<file path="src/rtl/pwm_sync_pkg.sv">
package pwm_sync_pkg;
  localparam int ADDR_W = 5;

  // generator register fields, wrAddr[1:0]
  localparam logic [1:0] FLD_MODE = 2'd0;
  localparam logic [1:0] FLD_LOAD = 2'd1;
  localparam logic [1:0] FLD_CMPA = 2'd2;
  localparam logic [1:0] FLD_CMPB = 2'd3;

  // global registers, wrAddr[1:0] with wrAddr[4:2] = 3'b100
  localparam logic [1:0] GREG_SYNC = 2'd0;
  localparam logic [1:0] GREG_REQ  = 2'd1;
  localparam logic [1:0] GREG_EN   = 2'd2;
  localparam logic [1:0] GREG_ENMD = 2'd3;

  // slot order of the value registers inside one generator
  localparam int SLOT_LOAD = 0;
  localparam int SLOT_CMPA = 1;
  localparam int SLOT_CMPB = 2;
  localparam int NUM_SLOT  = 3;

  typedef struct packed {
    logic wrLoad;
    logic wrCmpA;
    logic wrCmpB;
    logic immed;    // writes go straight to the active set
    logic commit;   // copy pending set to active set this cycle
    logic syncClr;  // force the counter to zero
  } genStrobe_t;
endpackage

</file>
<file path="src/rtl/pwm_sync_ctrl.sv">
module pwm_sync_ctrl
  import pwm_sync_pkg::*;
#(
  parameter int NUM_GEN = 3
) (
  input  logic               clk,
  input  logic               rstN,
  input  logic               wrEn,
  input  logic [ADDR_W-1:0]  wrAddr,
  input  logic [NUM_GEN-1:0] wrBits,
  input  logic [NUM_GEN-1:0] zeroFlag,
  output genStrobe_t         strobe [NUM_GEN],
  output logic [NUM_GEN-1:0] enActive,
  output logic [NUM_GEN-1:0] updPending
);
  logic       genBank, glbBank;
  logic [1:0] fld, genSel;
  logic       syncWr, reqWr, enWr, enModeWr;

  assign genBank  = wrEn && !wrAddr[ADDR_W-1];
  assign glbBank  = wrEn && wrAddr[ADDR_W-1] && (wrAddr[3:2] == 2'b00);
  assign fld      = wrAddr[1:0];
  assign genSel   = wrAddr[3:2];
  assign syncWr   = glbBank && (fld == GREG_SYNC);
  assign reqWr    = glbBank && (fld == GREG_REQ);
  assign enWr     = glbBank && (fld == GREG_EN);
  assign enModeWr = glbBank && (fld == GREG_ENMD);

  for (genvar g = 0; g < NUM_GEN; g++) begin : g_ctl
    logic       hit;
    logic [1:0] mode;
    logic       reqBit, enPend, enDefer, enAct;
    genStrobe_t stb;

    assign hit = genBank && (genSel == 2'(g));

    always_ff @(posedge clk or negedge rstN) begin
      if (!rstN)                      mode <= 2'b00;
      else if (hit && fld == FLD_MODE) mode <= wrBits[1:0];
    end

    always_comb begin
      stb.wrLoad  = hit && (fld == FLD_LOAD);
      stb.wrCmpA  = hit && (fld == FLD_CMPA);
      stb.wrCmpB  = hit && (fld == FLD_CMPB);
      stb.immed   = !mode[0];
      stb.commit  = zeroFlag[g] && mode[0] && (!mode[1] || reqBit);
      stb.syncClr = syncWr && wrBits[g];
    end
    assign strobe[g] = stb;

    // request bit: set by software, retired at the next counter-zero
    always_ff @(posedge clk or negedge rstN) begin
      if (!rstN)                    reqBit <= 1'b0;
      else if (reqWr && wrBits[g])  reqBit <= 1'b1;
      else if (zeroFlag[g])         reqBit <= 1'b0;
    end

    always_ff @(posedge clk or negedge rstN) begin
      if (!rstN) begin
        enDefer <= 1'b0;
        enPend  <= 1'b0;
        enAct   <= 1'b0;
      end else begin
        if (enModeWr) enDefer <= wrBits[g];
        if (enWr)     enPend  <= wrBits[g];
        if (!enDefer) begin
          if (enWr) enAct <= wrBits[g];
        end else if (zeroFlag[g]) begin
          enAct <= enWr ? wrBits[g] : enPend;
        end
      end
    end

    assign updPending[g] = reqBit;
    assign enActive[g]   = enAct;
  end
endmodule

</file>
<file path="src/rtl/pwm_sync_gen.sv">
module pwm_sync_gen
  import pwm_sync_pkg::*;
#(
  parameter int CNT_W = 8
) (
  input  logic             clk,
  input  logic             rstN,
  input  genStrobe_t       strobe,
  input  logic [CNT_W-1:0] wrData,
  output logic             zeroFlag,
  output logic             rawOut
);
  logic [CNT_W-1:0]    cnt;
  logic [CNT_W-1:0]    active [NUM_SLOT];
  logic [CNT_W-1:0]    nxt    [NUM_SLOT];
  logic [NUM_SLOT-1:0] wrHit;

  assign wrHit    = {strobe.wrCmpB, strobe.wrCmpA, strobe.wrLoad};
  assign zeroFlag = (cnt == '0);

  for (genvar i = 0; i < NUM_SLOT; i++) begin : g_slot
    logic [CNT_W-1:0] shReg, acReg, nxVal;

    always_comb begin
      nxVal = acReg;
      if (wrHit[i] && strobe.immed) nxVal = wrData;
      else if (strobe.commit)       nxVal = wrHit[i] ? wrData : shReg;
    end

    always_ff @(posedge clk or negedge rstN) begin
      if (!rstN) begin
        shReg <= '0;
        acReg <= '0;
      end else begin
        if (wrHit[i]) shReg <= wrData;
        acReg <= nxVal;
      end
    end

    assign active[i] = acReg;
    assign nxt[i]    = nxVal;
  end

  always_ff @(posedge clk or negedge rstN) begin
    if (!rstN)               cnt <= '0;
    else if (strobe.syncClr) cnt <= '0;
    else if (zeroFlag)       cnt <= nxt[SLOT_LOAD];
    else                     cnt <= cnt - CNT_W'(1);
  end

  always_ff @(posedge clk or negedge rstN) begin
    if (!rstN)                           rawOut <= 1'b0;
    else if (zeroFlag)                   rawOut <= 1'b1;
    else if (cnt == active[SLOT_CMPA])   rawOut <= 1'b0;
    else if (cnt == active[SLOT_CMPB])   rawOut <= 1'b1;
  end
endmodule

</file>
<file path="src/rtl/pwm_sync_bank.sv">
module pwm_sync_bank
  import pwm_sync_pkg::*;
#(
  parameter int NUM_GEN = 3,
  parameter int CNT_W   = 8
) (
  input  logic               clk,
  input  logic               rstN,
  input  logic               wrEn,
  input  logic [ADDR_W-1:0]  wrAddr,
  input  logic [CNT_W-1:0]   wrData,
  output logic [NUM_GEN-1:0] pwmOut,
  output logic [NUM_GEN-1:0] updPending
);
  genStrobe_t         strobe [NUM_GEN];
  logic [NUM_GEN-1:0] zeroFlag, rawOut, enActive;

  pwm_sync_ctrl #(.NUM_GEN(NUM_GEN)) u_ctrl (
    .clk        (clk),
    .rstN       (rstN),
    .wrEn       (wrEn),
    .wrAddr     (wrAddr),
    .wrBits     (wrData[NUM_GEN-1:0]),
    .zeroFlag   (zeroFlag),
    .strobe     (strobe),
    .enActive   (enActive),
    .updPending (updPending)
  );

  for (genvar g = 0; g < NUM_GEN; g++) begin : g_gen
    pwm_sync_gen #(.CNT_W(CNT_W)) u_gen (
      .clk      (clk),
      .rstN     (rstN),
      .strobe   (strobe[g]),
      .wrData   (wrData),
      .zeroFlag (zeroFlag[g]),
      .rawOut   (rawOut[g])
    );
  end

  assign pwmOut = rawOut & enActive;
endmodule

</file>
<file path="config.mk">
export PLATFORM = sky130hd
export DESIGN_NAME = pwm_sync_bank
export DESIGN_NICKNAME = d
export VERILOG_FILES = /design/src/rtl/pwm_sync_pkg.sv /design/src/rtl/pwm_sync_ctrl.sv /design/src/rtl/pwm_sync_gen.sv /design/src/rtl/pwm_sync_bank.sv
export SDC_FILE = /design/constraint.sdc
export NUM_CORES = 1
export LEC_CHECK = 0
export BUFFER_PORTS_ARGS = -buffer_cell sky130_fd_sc_hd__buf_2
export CAP_MARGIN = 20
export CORE_AREA = 4 4 194 196
export CTS_CLUSTER_SIZE = 24
export DETAILED_ROUTE_END_ITERATION = 16
export DIE_AREA = 0 0 198 200
export PLACE_DENSITY_LB_ADDON = 0.3
export RECOVER_POWER = 100
export SLEW_MARGIN = 20
export SYNTH_ARGS = -nofsm -noshare
export SYNTH_HDL_FRONTEND = slang
export SYNTH_SLANG_ARGS = --single-unit
</file>
<file path="constraint.sdc">
create_clock -name clk -period 3.02 [get_ports clk]
set_input_delay 0.151 -clock clk [delete_from_list [all_inputs] [get_ports clk]]
set_output_delay 0.151 -clock clk [all_outputs]
set_load 0.01 [all_outputs]
</file>
==> impl_metrics.py <==
metrics = {
    "outcome": {
        "status": "complete, but fails checks",
        "violations": "capacitance limit, slew limit",
    },
    "worst_setup_path": {
        "r2r_cells": 6,
        "critical_path.cell_chain": "inv_1 -> ha_1 -> nor4b_1 -> and4_1 -> mux2_2 -> o311a_1",
        "cp-end-kind": "register",
        "crit_type": "reg -> reg",
        "regToRegSetupSlack_ps": 520,
        "worst_ep_required_time_ps": 3340,
        "timing.rr.end": "g_gen[0].u_gen.cnt[6]",
        "crit_path_top_delay_cell": "and4_1",
        "r2r-start": "g_gen[0].u_gen.cnt[0]",
        "arrival_ps": 2820,
        "cp_max_fo": 10,
        "max_stage_delay_ps": 540,
        "cp-start-kind": "register",
    },
    "sta": {
        "final_hold_viol_count": 0,
        "finalCriticalPeriod_ps": 2500,
        "fmax_mhz": 401,
        "skew_ps": 14.6,
        "drv_slew": 83,
        "finalSetupViolations": 0,
        "relSlewSlack_pct": -47.8,
        "period_share_pct": 82.6,
        "rsz0062_at_grt": "false",
        "tns_ps": 0,
        "worstMarginPinSlew_ps": 2220,
        "fin_ws_ps": 524,
    },
    "cells_and_area": {
        "fin_area_um2": 10200,
        "drive_gt1_share_pct": 9.32,
        "nFillCells": 3897,
        "n_antenna_cell": 0,
        "stdcell_count": 1423,
        "area_growth_pct": 13.9,
        "post-route-util_pct": 28.2,
        "nets": 961,
    },
    "cts": {
        "clock_latency_ps": 430,
        "cts_num_sinks": 189,
        "cts.htree.levels": 4,
        "cts.clk_slew.worst_paths_ps": 70,
        "cts_hold_buf": 1,
        "cts_tree": "built",
        "cts_setup_buffers": 0,
        "root_buffer": "clkbuf_16",
        "numCtsBuffers": 17,
        "cts_resized": 0,
        "clockBufferDepth": 2,
    },
    "power_and_ir_drop": {
        "switching_power_w": 0.00310,
        "leakage_nw": 4.13,
        "vdd.ir_drop.worst_uv": 367,
        "netSwitchingFraction_pct": 34.8,
        "pwr-share-seq_pct": 47.5,
        "comb_power_share_pct": 26.7,
        "pwr_density_cell_nw_per_um2": 877,
        "p_int_w": 0.00581,
        "p_clk_share_pct": 25.8,
    },
    "detailed_routing": {
        "viasPerCell": 4.93,
        "drtIter0Drc": 362,
        "num_vias": 7020,
        "wl_um": 26500,
        "wl_per_cell_um": 18.7,
        "drt_pass1_iterations": 5,
        "antenna_left": 0,
        "drc_errors": 0,
    },
    "logic_synthesis": {
        "synth-edff-count": 0,
        "syn_inst": 927,
        "ys_ff_latch": 189,
        "synth_area_um2": 8920,
        "avgSynthCellArea_um2": 9.63,
        "ys_warn_count": 0,
        "seq_area_frac_synth_pct": 53.0,
        "yosysUniqueCellTypes": 63,
        "syn_nets": 946,
        "postSynth.asyncResetShare_pct": 100,
        "ys.flop_type": "dfrtp_1",
    },
    "run": {
        "maxCapViolations": 1,
    },
    "place": {
        "place_area_um2": 9630,
        "hpwl_um": 18300,
        "dp_cells": 1390,
        "port_buffers": 21,
        "place_congestion": 0.849,
        "dp_worst_setup_slack_ps": 523,
    },
    "die": {
        "pin_count": 22,
        "die_x_um": 198,
        "rows": 70,
        "core-area_um2": 36100,
        "die_height_um": 200,
        "die_area_um2": 39600,
        "start_util_pct": 24.7,
    },
    "worst_hold_path": {
        "min_path_cells": 3,
        "hold_path_class": "in -> reg",
        "hp-start": "wrData[5]",
        "min_to": "g_gen[2].u_gen.g_slot[0].shReg[5]",
    },
    "global_route": {
        "grt_max_degree": 84,
        "grt_pass1_vias": 7089,
        "antenna_found_initial": 0,
        "grtUsageTotal_pct": 13.8,
        "overflow": 0,
        "grt_pass1_wl_um": 42400,
    },
}
==> cell families after synthesis <==
group,Yosys count,share of synthesized area (%)
flip-flops,189,53.0
buffers and inverters,76,3.56
adder cells (fa/ha/maj),3,0.421
XOR/XNOR,61,5.99
AND/OR/NAND/NOR,263,14.8
AO/OA/AOI/OAI,325,21.0
multiplexers,10,1.22
==> synthesized netlist by cell type (3+ instances only) <==
| cell | instances | share of area, % |
|---|---|---|
| nor2_1 | 43 | 1.8 |
| xor2_1 | 30 | 2.9 |
| nand2b_1 | 4 | 0.28 |
| dfrtp_1 | 189 | 53 |
| nand2_1 | 120 | 5.0 |
| and2_1 | 5 | 0.35 |
| nor3b_1 | 3 | 0.25 |
| nor3_1 | 19 | 1.1 |
| xnor2_1 | 31 | 3.0 |
| nor2b_1 | 5 | 0.35 |
| ha_1 | 3 | 0.42 |
| a211o_1 | 3 | 0.29 |
| a22oi_1 | 5 | 0.42 |
| nand3b_1 | 3 | 0.25 |
| clkbuf_1 | 44 | 1.9 |
| or2_2 | 5 | 0.35 |
| buf_2 | 11 | 0.62 |
| o21ai_0 | 134 | 7.5 |
| a31oi_1 | 7 | 0.49 |
| a21oi_1 | 74 | 4.2 |
| nor4b_1 | 4 | 0.39 |
| a221oi_1 | 3 | 0.29 |
| mux2i_1 | 3 | 0.34 |
| buf_4 | 5 | 0.42 |
| inv_1 | 16 | 0.67 |
| mux2_2 | 7 | 0.88 |
| and4_1 | 3 | 0.29 |
| nand3_1 | 10 | 0.56 |
| a211oi_1 | 6 | 0.50 |
| o22ai_1 | 55 | 3.9 |
| nor4_1 | 6 | 0.42 |
| nand4_1 | 10 | 0.70 |
| a22o_1 | 5 | 0.49 |
| and3_1 | 7 | 0.49 |
| o21ai_1 | 5 | 0.28 |
| o21ai_2 | 6 | 0.59 |
==> critical path, delay by kind of cell, from the launching register on <==
kind / cells / cell delay [ps]
AOI/OAI and AO/OA: 1 / 280
adders and majority gates: 1 / 210
buffers and inverters: 1 / 110
DFF: 1 / 450
muxes: 1 / 400
and+or+nand+nor: 2 / 940
==> cell type report <==
type                            count  area, um^2  area share [%]
Multi-Input combinational cell    662        3860            38.0
Tap cell                          468         586            5.76
Sequential cell                   189        4730            46.5
Clock inverter                     13         156            1.54
Timing Repair Buffer               56         340            3.35
Inverter                           16        60.1           0.591
Clock buffer                       19         433            4.26
==> power groups by stage <==
stage,registers [W],logic (W),clock network (W)
2_1_floorplan,0.00384,0.00208,0
3_3_place_gp,0.00428,0.00237,0
3_5_place_dp,0.00427,0.00241,0
4_1_cts,0.00424,0.00242,0.00234
5_1_grt,0.00435,0.00272,0.00245
6_report,0.00423,0.00238,0.00230
==> how the worst max path moves through the flow <==
stage                           from  slack [ps]                                 to
4_1_cts        g_gen[1].u_gen.cnt[0]         500  g_gen[1].u_gen.g_slot[2].acReg[3]
5_1_grt                         rstN         230  g_gen[1].u_gen.g_slot[1].acReg[2]
3_5_place_dp   g_gen[1].u_gen.cnt[0]         520  g_gen[1].u_gen.g_slot[2].acReg[3]
3_3_place_gp   g_gen[0].u_gen.cnt[0]         620              g_gen[0].u_gen.cnt[6]
6_report       g_gen[0].u_gen.cnt[0]         520              g_gen[0].u_gen.cnt[6]
2_1_floorplan  g_gen[0].u_gen.cnt[0]         890              g_gen[0].u_gen.cnt[6]
==> layout by cell type, fill, tap and decap left out, types with 7 or more instances in the layout <==
cell	count
nand3_1	10
dfrtp_1	189
nor3_1	19
clkbuf_1	18
nand2_1	120
nand4_1	10
inv_1	16
a31oi_1	7
buf_2	13
buf_4	24
o21ai_0	138
clkbuf_16	17
and3_1	7
nor2_1	43
xnor2_1	31
o22ai_1	55
xor2_1	30
a21oi_1	74
==> registers in the layout, indices dropped and copies added, names as in the netlist <==
| signal | cells |
|---|---|
| g_gen.u_gen.cnt | 24 |
| g_gen.u_gen.g_slot.acReg | 72 |
| g_gen.u_gen.g_slot.shReg | 72 |
| g_gen.u_gen.rawOut | 3 |
| u_ctrl.g_ctl.enAct | 3 |
| u_ctrl.g_ctl.enDefer | 3 |
| u_ctrl.g_ctl.enPend | 3 |
| u_ctrl.g_ctl.mode | 6 |
| u_ctrl.g_ctl.reqBit | 3 |
==> through the flow <==
stage	hold slack, ps	total power (W)
4_1_cts	80.3	0.00900
3_3_place_gp	251	0.00665
3_5_place_dp	250	0.00668
2_1_floorplan	-145	0.00592
5_1_grt	85.6	0.00951
6_report	93.2	0.00891
==> routing by layer <==
metal | vias up | part of all wire (%) | GRT usage (%)
li1 | 3357 | - | -
met1 | 3493 | 49 | 19.9
met2 | 135 | 46 | 21.5
met3 | 35 | 2.9 | 2.00
met4 | 0 | 2.2 | 4.16
met5 | - | 0 | 0
Power figures use the tool's default switching activity.
